$ cat config.mk
export PLATFORM = sky130hd
export DESIGN_NAME = dead_charge_check
export DESIGN_NICKNAME = d
export VERILOG_FILES = /design/src/rtl/dcc_pkg.sv /design/src/rtl/dcc_side_classify.sv /design/src/rtl/dcc_mode_select.sv /design/src/rtl/dcc_pickup_timer.sv /design/src/rtl/dead_charge_check.sv
export SDC_FILE = /design/constraint.sdc
export NUM_CORES = 1
export LEC_CHECK = 0
export CORE_MARGIN = 2
export CORE_UTILIZATION = 35
export DETAILED_ROUTE_END_ITERATION = 16
export SLEW_MARGIN = 25
export SYNTH_ARGS = -nofsm -noshare
export SYNTH_HDL_FRONTEND = slang
export SYNTH_SLANG_ARGS = --single-unit
$ cat constraint.sdc
create_clock -name clk -period 2.9 [get_ports clk]
set_input_delay 0.29 -clock clk [delete_from_list [all_inputs] [get_ports clk]]
set_output_delay 0.29 -clock clk [all_outputs]
set_load 0.05 [all_outputs]
$ cat src/rtl/dcc_pkg.sv
package dcc_pkg;

    typedef struct packed {
        logic dead;
        logic live;
    } side_st_t;

    typedef struct packed {
        logic both_dead;
        logic ref_live;
        logic syn_live;
    } mode_en_t;

    typedef struct packed {
        logic vt;
        logic syn_vt;
        logic dead_blk;
        logic sync_blk;
    } veto_t;

    localparam int NSIDES = 2;
    localparam int SIDE_REF = 0;
    localparam int SIDE_SYN = 1;

    function automatic logic veto_any(input veto_t v);
        return v.vt | v.syn_vt | v.dead_blk | v.sync_blk;
    endfunction

endpackage

$ cat src/rtl/dcc_side_classify.sv
module dcc_side_classify
    import dcc_pkg::*;
#(
    parameter int VW = 16
) (
    input  logic [VW-1:0] mag,
    input  logic [VW-1:0] dead_lvl,
    input  logic [VW-1:0] live_lvl,
    output side_st_t      st
);
    always_comb begin
        st.dead = (mag < dead_lvl);
        st.live = (mag > live_lvl);
    end
endmodule

$ cat src/rtl/dcc_mode_select.sv
module dcc_mode_select
    import dcc_pkg::*;
(
    input  side_st_t ref_st,
    input  side_st_t syn_st,
    input  mode_en_t en,
    output logic     cand
);
    logic both_dead_hit, ref_live_hit, syn_live_hit;

    always_comb begin
        both_dead_hit = en.both_dead & ref_st.dead & syn_st.dead;
        ref_live_hit  = en.ref_live  & ref_st.live & syn_st.dead;
        syn_live_hit  = en.syn_live  & ref_st.dead & syn_st.live;
        cand          = both_dead_hit | ref_live_hit | syn_live_hit;
    end
endmodule

$ cat src/rtl/dcc_pickup_timer.sv
module dcc_pickup_timer #(
    parameter int TW = 16
) (
    input  logic          clk,
    input  logic          rst,
    input  logic          tick,
    input  logic          qual,
    input  logic [TW-1:0] delay,
    output logic          done
);
    logic [TW-1:0] cnt;

    always_ff @(posedge clk) begin
        if (rst || !qual) begin
            cnt <= '0;
        end else if (tick && (cnt < delay)) begin
            cnt <= cnt + 1'b1;
        end
    end

    assign done = qual & ~rst & (cnt >= delay);

    a_r9_restart: assert property (@(posedge clk) disable iff (rst)
        !qual |=> (cnt == '0));

    a_r10_reset_clears: assert property (@(posedge clk)
        rst |=> (cnt == '0));

    a_r8_hold_without_tick: assert property (@(posedge clk) disable iff (rst)
        (qual && !tick) |=> $stable(cnt));
endmodule

$ cat src/rtl/dead_charge_check.sv
module dead_charge_check
    import dcc_pkg::*;
#(
    parameter int VW = 16,
    parameter int TW = 16
) (
    input  logic          clk,
    input  logic          rst,
    input  logic          ms_tick,
    input  logic [VW-1:0] ref_mag,
    input  logic [VW-1:0] syn_mag,
    input  logic [VW-1:0] dead_lvl,
    input  logic [VW-1:0] live_lvl,
    input  logic          en_both_dead,
    input  logic          en_ref_live,
    input  logic          en_syn_live,
    input  logic          vt_alarm,
    input  logic          syn_vt_alarm,
    input  logic          dead_blk,
    input  logic          sync_blk,
    input  logic [TW-1:0] pickup_ms,
    output logic          ok_o
);
    logic [VW-1:0] mags [NSIDES];
    side_st_t      sts  [NSIDES];
    mode_en_t      en;
    veto_t         veto;
    logic          cand, qual;

    assign mags[SIDE_REF] = ref_mag;
    assign mags[SIDE_SYN] = syn_mag;

    for (genvar g = 0; g < NSIDES; g++) begin : g_side
        dcc_side_classify #(.VW(VW)) u_cls (
            .mag      (mags[g]),
            .dead_lvl (dead_lvl),
            .live_lvl (live_lvl),
            .st       (sts[g])
        );
    end

    assign en   = '{both_dead: en_both_dead, ref_live: en_ref_live, syn_live: en_syn_live};
    assign veto = '{vt: vt_alarm, syn_vt: syn_vt_alarm, dead_blk: dead_blk, sync_blk: sync_blk};

    dcc_mode_select u_mode (
        .ref_st (sts[SIDE_REF]),
        .syn_st (sts[SIDE_SYN]),
        .en     (en),
        .cand   (cand)
    );

    assign qual = cand & ~veto_any(veto);

    dcc_pickup_timer #(.TW(TW)) u_tmr (
        .clk   (clk),
        .rst   (rst),
        .tick  (ms_tick),
        .qual  (qual),
        .delay (pickup_ms),
        .done  (ok_o)
    );

    a_r7_veto_blocks: assert property (@(posedge clk) disable iff (rst)
        (vt_alarm || syn_vt_alarm || dead_blk || sync_blk) |-> !ok_o);

    a_r6_ok_needs_candidate: assert property (@(posedge clk) disable iff (rst)
        ok_o |-> cand);

    a_r10_low_in_reset: assert property (@(posedge clk)
        rst |-> !ok_o);
endmodule

Yosys cells after proc, flatten, opt, wreduce, memory -nomap -nowiden --
Index checks and enable logic that the tools add are counted.
Word-level totals: bits in registers 16, output and inout bits 1
Cells by class: $add $sub $neg 1, magnitude comparators 6, bitwise logic cells 16, reduce and logical (&&, ||, !) cells 3
Operators with widths (number):
- < comparator 16 bit | 3
- > comparator 16 bit | 2
- adder 16 x 1 -> 16 bit (second input constant) | 1
- greater-or-equal comparator 16 bit | 1
- bitwise AND 1 bit | 9
- OR 1 bit | 5
- NOT 1 bit | 2
- logical AND 1 bit | 1
- zero test 1 bit | 1
- logical OR 1 bit | 1

Logic depth before layout (Yosys ltp) --
word-level depth 8, depth in mapped cells 11, mapped depth without buffers 9

By module --
A second synthesis with hierarchy kept.
Unflattened totals: cell total of the unflattened synthesis 383, area, all modules 2950.3 um^2
By module, submodules not included:
- dcc_side_classify | instances 2, cells an instance 109, area each 795.8 um^2
- dcc_pickup_timer | instances 1, cells an instance 161, area each 1321.3 um^2
- dcc_mode_select | instances 1, cells an instance 2, area each 18.8 um^2
- dead_charge_check | instances 1, cells an instance 2, area each 18.8 um^2

Worst setup path before layout --
No wires, ideal clock.
kind in2out, start point input dead_lvl[15], end point output ok_o, data arrival time 2.771 ns, data required time 2.610 ns, path slack -0.161 ns, stages on the path 10, path buffers 1, cell sequence inv_1 ha_1 a21oi_2 o21ai_2 or4_4 nor3_2 nor2_1 o311a_1 buf_6 a21oi_1
On the way: word-level cells in the longest chain between the ends 8
Ends and longest elaborated chain:
- start, declared | RTL line dead_charge_check.sv:12 | input logic [VW-1:0] dead_lvl,
- < comparator 16 bit | RTL line dcc_side_classify.sv:12 | st.dead = (mag < dead_lvl);
- bitwise AND 1 bit (2 in a row) | RTL line dcc_mode_select.sv:12 | both_dead_hit = en.both_dead & ref_st.dead & syn_st.dead;
- OR 1 bit | RTL line dcc_mode_select.sv:15 | cand = both_dead_hit | ref_live_hit | syn_live_hit;
- OR 1 bit (*) | RTL line dcc_mode_select.sv:15
- bitwise AND 1 bit (*) | RTL line dead_charge_check.sv:52 | assign qual = cand & ~veto_any(veto);
- bitwise AND 1 bit (*) (2 in a row) | RTL line dcc_pickup_timer.sv:21 | assign done = qual & ~rst & (cnt >= delay);
- end, declared | RTL line dead_charge_check.sv:22 | output logic ok_o
Mark *: on every way between the ends. The rest lies on a longest branch, timed or not.

Final worst setup path --
start point input live_lvl[13], end point output ok_o
On the way: word-level cells in the longest chain between the ends 8
Ends and longest elaborated chain:
- start, declared | RTL line dead_charge_check.sv:13 | input logic [VW-1:0] live_lvl,
- > comparator 16 bit | RTL line dcc_side_classify.sv:13 | st.live = (mag > live_lvl);
- bitwise AND 1 bit (2 in a row) | RTL line dcc_mode_select.sv:13 | ref_live_hit = en.ref_live & ref_st.live & syn_st.dead;
- OR 1 bit | RTL line dcc_mode_select.sv:15
- OR 1 bit (*) | RTL line dcc_mode_select.sv:15
- bitwise AND 1 bit (*) | RTL line dead_charge_check.sv:52
- bitwise AND 1 bit (*) (2 in a row) | RTL line dcc_pickup_timer.sv:21
Marked as above.

==> results.yml <==
power:
  leakage_nw: 1.98
  pwr-share-comb: 0.518
  pwr-share-seq: 0.251
  switching_share: 0.318
  p_per_area_nw_per_um2: 203
  power.switching_mw: 0.279
  power.internal_mw: 0.598
  ir_drop_mv: 0.111
  p_clk_frac: 0.231
yosys:
  synth_edf_count: 0
  yosys-mux-area-fraction: 0.00372
  synth_xor_area_frac: 0.0488
  synth_compound_area_frac: 0.156
  syn_inst: 325
  synthSimpleGateAreaFrac: 0.222
  yosys.area.top_type_share: 0.367
  yosys_warnings: 0
  synth_top_area_cell: "ha_1"
  synth_area_sq_um: 2690
  synth_fa_ha_area_frac: 0.367
  synthArstFlopShare: 0
  synth_common_cells: "79 x ha_1, 50 x inv_1, 29 x a21oi_1"
  synth_area_leaders: "ha_1 37%, dfxtp_1 12%, inv_1 7.0%"
  syn_avg_cell_area_sq_um: 8.28
  synth_top_family_by_area: "adder cells"
  synth_most_common_cell: "ha_1"
  ys_seq_elements: 16
  synth-main-ff-cell: "dfxtp_1"
  yosysSeqAreaShare: 0.119
  synth_cell_types: 44
  syn-num-nets: 494
placement:
  port_buffers: 90
  place_ws_ns: -0.217
  hpwl_mm: 6.45
  gp_congestion: 0.880
  placed_cells: 541
setup_path:
  critPathKind: "in2out"
  cp_cell_sequence: "clkdlybuf4s50_1, inv_2, ha_1, nand4_1, a2111oi_2, nor4_1, o311a_1, a21oi_2, buf_6"
  crit_fanout: 3
  cp-start-kind: "primary input"
  endpoint_kind: "output pin"
  crit_required_ns: 2.61
  critPathBufInv: 3
  cpMaxStageDelayCell: "clkdlybuf4s50_1"
  cp_slowest_stage_delay_ns: 0.48
  crit_family: "compound AO/OA/AOI/OAI gates"
  arrival_ns: 2.59
timing:
  setup_viol: 0
  tightest_slew_ns: 0.735
  setup_ws_ns: 0.0207
  drv_slew: 0
  clock-skew-final_ns: 0.00372
  slew_headroom: 0.509
  hold_violations: 0
  finalCriticalPeriod_ns: 2.88
  fin_setup_tns_ns: 0
  timing.final.crit_share: 0.993
  fmax_ghz: 0.347
  fin_hold_ws_ns: 0.546
detailed_routing:
  drt-pass1-iter-count: 4
  antenna_left: 0
  wire_per_inst_um: 13.8
  via_per_inst: 5.00
  drtIter0Drc: 68
  vias: 2760
  drc_errors: 0
  wl_mm: 7.62
floorplan:
  die_w_um: 91.7
  io_pins: 91
  initial_core_util: 0.367
  rows: 31
  die_h_um: 91.7
  core_area_sq_um: 7330
  dieArea_sq_um: 8410
clock_network:
  cts_buffers: 3
  cts.sinks: 16
  clkLatencyLatePin_ns: 0.25
  cts_buffer_depth: 2
  hold_buffers: 0
  h-tree-depth: 1
  cts_tree: "yes"
  cts_root_buf: "clkbuf_8"
  path_clk_slew_ns: 0.07
cells_and_area:
  n_antenna_cell: 0
  regArea_sq_um: 320
  fill_cells: 657
  layout-drive-gt1-share: 0.245
  fin_nets: 623
  multi_input_area_sq_um: 2460
  largest_reg_flops: 16
  regMostFlops: "u_tmr.cnt"
  top_regs: "u_tmr.cnt (16)"
  final_cells: 552
  syn2layout_area_growth_pct: 60.5
run:
  maxCapViolations: 0
global_route:
  grt_start_max_net_pins: 12
  grtUsageTotal: 0.180
  grt_pass1_vias: 2833
  gr-total-overflow: 0
  grt_pass1_wl_mm: 12.6
  antenna_found_initial: 0
run_status:
  status: "finished, final reports clean"
min_path:
  hp-class: "reg2reg"
[power by group through the flow]
stage	logic (mW)	registers [mW]	clock network, mW
5_1_grt	0.507	0.220	0.218
3_5_place_dp	0.388	0.225	0
6_report	0.454	0.220	0.203
4_1_cts	0.423	0.220	0.210
3_3_place_gp	0.381	0.225	0
2_1_floorplan	0.173	0.225	0
[worst paths after layout]
check | startpoint | to | slack [ns] | cells after the start
worst max-delay path | live_lvl[13] | ok_o | 0.02 | 9
worst min-delay path | u_tmr.cnt[15] | u_tmr.cnt[15] | 0.55 | 2
worst max register to register | u_tmr.cnt[13] | u_tmr.cnt[15] | 0.41 | 9
worst min register to register | u_tmr.cnt[15] | u_tmr.cnt[15] | 0.55 | 2
[final cells by class]
cell class,count,area share
Timing Repair Buffer,127,0.271
Sequential cell,16,0.0741
Tap cell,99,0.0287
Multi-Input combinational cell,256,0.570
Clock buffer,4,0.0127
Inverter,50,0.0434
[through the flow]
step	power, mW	utilization	area, sq um
after floorplan	0.398	-	2700
after global placement	0.606	0.533	3910
after detailed placement	0.613	0.533	3910
after CTS	0.853	0.566	4150
after global routing	0.945	0.589	4320
final	0.877	0.589	4320
[worst min-delay path: stages (launching register included)]
cell and delay [ns]:
dfxtp_1 0.35, xor2_1 0.10, nor2_4 0.07
[cells by family after synthesis]
group / count (synthesis)
flip-flops: 16
AND/OR/NAND/NOR: 96
XOR/XNOR: 15
adder cells (fa/ha/maj): 79
buffers and inverters: 53
AO/OA/AOI/OAI: 65
multiplexers: 1
[metal layers]
layer / track usage / vias to the layer above / share of wire / wire length, um
li1: - / 1442 / - / -
met1: 0.234 / 1247 / 0.47 / 3560
met2: 0.324 / 67 / 0.48 / 3670
met3: 0.0288 / 4 / 0.046 / 347
met4: 0.0199 / 0 / 0.0058 / 44
met5: 0 / - / 0 / 0
[cell usage in the layout, fill, tap and decap left out, types with 6 or more instances in the layout]
cell type        synthesis  routed
a21oi_1                 29      24
nand2_1                 17      17
buf_4                    0      37
a21oi_2                  2       6
dfxtp_1                 16      16
nand3_1                 13      13
dlymetal6s2s_1           0       6
nor2_4                  10      10
ha_4                     0      14
nand4_1                 18      18
nor2_1                  13      13
dlygate4sd2_1            0      19
ha_1                    79      63
inv_2                    0      16
clkdlybuf4s50_1          0      64
xor2_1                  13      13
inv_1                   50      34
[timing repair]
item	CTS	global route
pin swaps	24	18
endpoints found under the setup margin	1	1
gates resized for setup	55	33
hold endpoints to repair	0	0
buffers inserted	7	1
(Power assumes the default switching activity.)
